===== config.mk =====
export PLATFORM = sky130hd
export DESIGN_NAME = dac_upd_ctrl
export DESIGN_NICKNAME = d
export VERILOG_FILES = /design/src/rtl/dac_upd_pkg.sv /design/src/rtl/dac_upd_sync.sv /design/src/rtl/dac_upd_regs.sv /design/src/rtl/dac_upd_hold.sv /design/src/rtl/dac_upd_ctrl.sv
export SDC_FILE = /design/constraint.sdc
export NUM_CORES = 1
export LEC_CHECK = 0
export BUFFER_PORTS_ARGS = -buffer_cell sky130_fd_sc_hd__buf_2
export CELL_PAD_IN_SITES_DETAIL_PLACEMENT = 0
export CELL_PAD_IN_SITES_GLOBAL_PLACEMENT = 2
export CORE_ASPECT_RATIO = 1.25
export CORE_UTILIZATION = 31
export DETAILED_ROUTE_END_ITERATION = 8
export HOLD_SLACK_MARGIN = 0.15
export PLACE_DENSITY_LB_ADDON = 0.1
export SYNTH_ARGS = -nofsm -noshare
export SYNTH_HDL_FRONTEND = slang
export SYNTH_HIERARCHICAL = 1
export SYNTH_SLANG_ARGS = --single-unit

===== constraint.sdc =====
create_clock -name clk -period 2.01 [get_ports clk]
set_clock_uncertainty 0.2 [all_clocks]
set_input_delay 0.3015 -clock clk [delete_from_list [all_inputs] [get_ports clk]]
set_output_delay 0.3015 -clock clk [all_outputs]
set_load 0.1 [all_outputs]

===== src/rtl/dac_upd_pkg.sv =====
// Shared types for the DAC register update controller.
// Assumes: status readback is two bits, held above clear.
package dac_upd_pkg;
    typedef struct packed {
        logic held;
        logic clr;
    } dac_status_t;

    localparam int unsigned PIN_CLR  = 0;
    localparam int unsigned PIN_LD   = 1;
    localparam int unsigned PIN_HOLD = 2;
    localparam int unsigned PIN_CNT  = 3;
endpackage


===== src/rtl/dac_upd_sync.sv =====
// Two-flop synchronizer, one chain per bit.
// Assumes: each input bit is a slow level; RST_VAL gives the idle level of each bit.
module dac_upd_sync #(
    parameter int unsigned        N       = 3,
    parameter logic [N-1:0]       RST_VAL = '0
) (
    input  logic         clk,
    input  logic         rst_n,
    input  logic [N-1:0] d_async,
    output logic [N-1:0] q_sync
);
    for (genvar i = 0; i < N; i++) begin : g_bit
        logic s1, s2;
        // two-stage capture of one asynchronous bit
        always_ff @(posedge clk) begin
            if (!rst_n) begin
                s1 <= RST_VAL[i];
                s2 <= RST_VAL[i];
            end else begin
                s1 <= d_async[i];
                s2 <= s1;
            end
        end
        assign q_sync[i] = s2;
    end
endmodule


===== src/rtl/dac_upd_regs.sv =====
// Input register, output latch and default register with clear and load priority.
// Assumes: strobes are one-cycle pulses; clr_act and ld_act are already synchronized.
module dac_upd_regs #(
    parameter int unsigned  W       = 12,
    parameter logic [W-1:0] RST_RET = '0
) (
    input  logic         clk,
    input  logic         rst_n,
    input  logic         clr_act,
    input  logic         ld_act,
    input  logic         wr_code,
    input  logic         wr_thru,
    input  logic         wr_ret,
    input  logic         sw_load,
    input  logic [W-1:0] data,
    output logic [W-1:0] code_q,
    output logic [W-1:0] dac_q,
    output logic [W-1:0] ret_q
);
    logic [W-1:0] ret_nxt, code_nxt, dac_nxt;
    logic         load_now;

    // next-state selection: clear beats load, load takes the new code
    always_comb begin
        ret_nxt  = wr_ret ? data : ret_q;
        load_now = ld_act | sw_load | wr_thru;
        if (clr_act) begin
            code_nxt = ret_nxt;
            dac_nxt  = ret_nxt;
        end else begin
            code_nxt = (wr_code | wr_thru) ? data : code_q;
            dac_nxt  = load_now ? code_nxt : dac_q;
        end
    end

    // register update
    always_ff @(posedge clk) begin
        if (!rst_n) begin
            ret_q  <= RST_RET;
            code_q <= RST_RET;
            dac_q  <= RST_RET;
        end else begin
            ret_q  <= ret_nxt;
            code_q <= code_nxt;
            dac_q  <= dac_nxt;
        end
    end
endmodule


===== src/rtl/dac_upd_hold.sv =====
// Hold state and converter output selection, plus status word.
// Assumes: hold_s and clr_act are synchronized; the software hold is set by strobe.
module dac_upd_hold #(
    parameter int unsigned W = 12
) (
    input  logic                      clk,
    input  logic                      rst_n,
    input  logic                      hold_s,
    input  logic                      clr_act,
    input  logic                      sw_hold_stb,
    input  logic                      sw_hold_val,
    input  logic [W-1:0]              dac_q,
    input  logic [W-1:0]              ret_q,
    output logic [W-1:0]              out_code,
    output dac_upd_pkg::dac_status_t  status
);
    logic sw_hold_q;
    logic held;

    // software hold flag
    always_ff @(posedge clk) begin
        if (!rst_n)           sw_hold_q <= 1'b0;
        else if (sw_hold_stb) sw_hold_q <= sw_hold_val;
    end

    // output selection: clear or hold show the default value
    always_comb begin
        held        = hold_s | sw_hold_q;
        out_code    = (clr_act | held) ? ret_q : dac_q;
        status.held = held;
        status.clr  = clr_act;
    end
endmodule


===== src/rtl/dac_upd_ctrl.sv =====
// Top of the DAC register update controller: pin synchronizers, registers, hold/output.
// Assumes: command strobes come from a decoder in the clk domain, one cycle each.
module dac_upd_ctrl #(
    parameter int unsigned  W       = 12,
    parameter logic [W-1:0] RST_RET = W'(1 << (W - 1))
) (
    input  logic         clk,
    input  logic         rst_n,
    input  logic         clr_n,
    input  logic         ld_n,
    input  logic         hold_pin,
    input  logic         wr_code_stb,
    input  logic         wr_thru_stb,
    input  logic         wr_ret_stb,
    input  logic         sw_load_stb,
    input  logic         sw_hold_stb,
    input  logic         sw_hold_val,
    input  logic [W-1:0] cmd_data,
    output logic [W-1:0] dac_out,
    output logic [W-1:0] code_rd,
    output logic [W-1:0] dac_rd,
    output logic [W-1:0] ret_rd,
    output logic [1:0]   status_o
);
    import dac_upd_pkg::*;

    localparam int unsigned   NP       = PIN_CNT;
    localparam logic [NP-1:0] PIN_IDLE = NP'((1 << PIN_CLR) | (1 << PIN_LD));

    logic [NP-1:0] pins_raw, pins_s;
    logic          clr_act, ld_act, hold_s;
    dac_status_t   status;

    // gather pins into one vector for the synchronizer
    always_comb begin
        pins_raw           = '0;
        pins_raw[PIN_CLR]  = clr_n;
        pins_raw[PIN_LD]   = ld_n;
        pins_raw[PIN_HOLD] = hold_pin;
    end

    dac_upd_sync #(.N(NP), .RST_VAL(PIN_IDLE)) u_sync (
        .clk     (clk),
        .rst_n   (rst_n),
        .d_async (pins_raw),
        .q_sync  (pins_s)
    );

    assign clr_act = ~pins_s[PIN_CLR];
    assign ld_act  = ~pins_s[PIN_LD];
    assign hold_s  = pins_s[PIN_HOLD];

    dac_upd_regs #(.W(W), .RST_RET(RST_RET)) u_regs (
        .clk     (clk),
        .rst_n   (rst_n),
        .clr_act (clr_act),
        .ld_act  (ld_act),
        .wr_code (wr_code_stb),
        .wr_thru (wr_thru_stb),
        .wr_ret  (wr_ret_stb),
        .sw_load (sw_load_stb),
        .data    (cmd_data),
        .code_q  (code_rd),
        .dac_q   (dac_rd),
        .ret_q   (ret_rd)
    );

    dac_upd_hold #(.W(W)) u_hold (
        .clk         (clk),
        .rst_n       (rst_n),
        .hold_s      (hold_s),
        .clr_act     (clr_act),
        .sw_hold_stb (sw_hold_stb),
        .sw_hold_val (sw_hold_val),
        .dac_q       (dac_rd),
        .ret_q       (ret_rd),
        .out_code    (dac_out),
        .status      (status)
    );

    assign status_o = status;
endmodule


==> results.json <==
{
  "fin_setup_tns_ns": -0.687,
  "clock_sinks": 43,
  "grt_antenna_before_repair": 0,
  "yosys_warnings": 6,
  "holdWs_ns": 0.168,
  "antenna_left": 0,
  "maxCapViolCount": 0,
  "avgSynthCellArea_sq_um": 11.4,
  "synth-edff-count": 0,
  "finalHoldViolCount": 0,
  "worstPathCellList": "nor3_4, buf_12, mux2_4, buf_12",
  "wl_microns": 5400,
  "max-vdd-ir-drop_mv": 0.354,
  "vias": 1736,
  "rrSetupSlack_ns": 0.22,
  "grt_pass1_vias": 1678,
  "drc": 0,
  "grt_max_degree": 30,
  "timing.fmax_ghz": 0.480,
  "dieWidth_microns": 76.6,
  "setup_ws_ns": -0.0713,
  "synthToLayoutAreaGrowth_pct": 41.9,
  "path_class": "reg2out",
  "drt-pass1-iter-count": 4,
  "globalRouteOverflowTotal": 0,
  "placed_cells": 341,
  "design_area_sq_um": 3060,
  "final_max_slew_viol_count": 0,
  "worst-path-max-fanout": 8,
  "maxSlewHeadroom": 0.535,
  "groute.usage.overall": 0.159,
  "synth_cells": 190,
  "tritoncts": "done",
  "final_cell_mix": "59 x buf_2, 38 x dfxtp_1, 16 x dlygate4sd3_1",
  "crit_path_frequent_cell": "buf_12",
  "synth_nets": 213,
  "syn_area_sq_um": 2160,
  "p_leak_nw": 1.35,
  "via_per_inst": 4.74,
  "ys.flop_type": "dfxtp_1",
  "crit_required_ns": 1.51,
  "rsz0062_at_grt": "true",
  "ys_ff_latch": 43,
  "dp_hpwl_microns": 3840,
  "cts_buffers": 5,
  "root_buffer": "clkbuf_8",
  "place.gp.congestion": 0.675,
  "final_common_cell": "buf_2",
  "drive_above_1_share": 0.505,
  "port_buffers": 72,
  "setup_viol": 12,
  "startpoint_type": "flip-flop",
  "path_delay_family": "buffers and inverters",
  "routedWlPerCell_microns": 14.7,
  "clk_latency_ns": 0.29,
  "min_period_ns": 2.08,
  "fin_cells": 366,
  "initial_core_util": 0.325,
  "rows": 33,
  "p_per_area_nw_per_um2": 864,
  "hold_path_class": "in2reg",
  "crit_arrival_ns": 1.58,
  "die_h_microns": 95.3,
  "status": "finished with violations",
  "synthArstFlopShare": 0,
  "critPathMaxStageDelay_ns": 0.34,
  "core-area_sq_um": 6650,
  "die_area_sq_um": 7300,
  "io-pin-count": 73,
  "n_antenna_cell": 0,
  "path_clk_slew_ns": 0.08,
  "end_kind": "output pin",
  "place_ws_ns": 0.0716,
  "synthDistinctLibCells": 33,
  "place_area_sq_um": 2790,
  "slowest_stage": "dfxtp_2",
  "yosysSeqAreaShare": 0.399,
  "h-tree-depth": 2,
  "critPathBufInv": 2,
  "violations": "setup timing",
  "worst_pin_slew_ns": 0.697,
  "num-nets-final": 302,
  "fin_crit_sh": 1.04,
  "clock_path_buffers": 2,
  "drt_iter0_markers": 92,
  "grt_pass1_wl_microns": 8860
}
==> metrics by stage <==
step	power [mW]	util
after floorplan	1.83	-
after global placement	2.08	0.419
after detailed placement	2.08	0.419
after CTS	2.68	0.459
after global routing	2.76	0.461
final	2.65	0.461
==> registers in the layout, indices dropped and copies added, names as in the netlist <==
register,flops
u_regs/code_q,12
u_regs/dac_q,12
u_regs/ret_q,12
u_sync/g_bit.s1,3
u_sync/g_bit.s2,3
u_hold/sw_hold_q,1
==> cell type report <==
class                   instances  area [sq um]
clock buffers                   6          82.6
clock inverters                 1          5.00
fillers                       646          3580
inverters                      13          48.8
multi-input cells             115          1110
flip-flops and latches         43           867
well taps                      87           109
repair buffers                101           842
==> repair_timing <==
action,in CTS,in global routing
setup endpoints to repair,12,12
gates resized for setup,5,1
pin swaps,1,1
buffers inserted,1,1
hold buffers,16,0
cloned,0,0
hold endpoints to repair,16,0
==> cell families (layout without fill, tap and decap cells) <==
kind of cell           count (synthesis)  after routing  synth area share
buffers and inverters                 32            121            0.0910
DFF                                   43             43             0.399
muxes                                 25             25             0.140
AOI/OAI and AO/OA                     39             39             0.201
and+or+nand+nor                       51             51             0.169
==> cells in the mapped netlist, drive strengths merged (3+ instances only) <==
cell type,count,area [sq um]
clkbuf,3,12.5
nor3b,12,90.1
mux2,12,173
nand2b,5,31.3
mux2i,13,130
inv,13,48.8
nor3,3,26.3
o21a,12,90.1
and2,15,116
buf,16,135
o32ai,11,164
nor2b,11,68.8
dfxtp,43,861
a211oi,11,123
==> path summary, 6_finish.rpt <==
path	start	to	cells after the start
max	u_hold/sw_hold_q	dac_out[3]	4
min	cmd_data[11]	u_regs/ret_q[11]	3
max reg2reg	u_sync/g_bit[0].s2	u_regs/dac_q[3]	6
min reg2reg	u_sync/g_bit[1].s1	u_sync/g_bit[1].s2	1
==> worst min-delay path: cells and delay by family <==
| kind | cells | cell delay (ns) |
|---|---|---|
| buf+inv | 1 | 0.13 |
| mux | 1 | 0.12 |
| simple gates | 1 | 0.08 |
==> metal layers <==
layer	share of wire	routed length [microns]	global-route usage
met5	0	0	0
met4	0.014	77	0.0625
met3	0.044	239	0.0344
met2	0.48	2570	0.267
met1	0.46	2510	0.200
==> power breakdown <==
group          leakage (nW)  internal [mW]  switching, mW
registers             0.357          0.914         0.0427
clock network        0.0470          0.270          0.291
logic                 0.950          0.335          0.794
(Power assumes the default switching activity.)
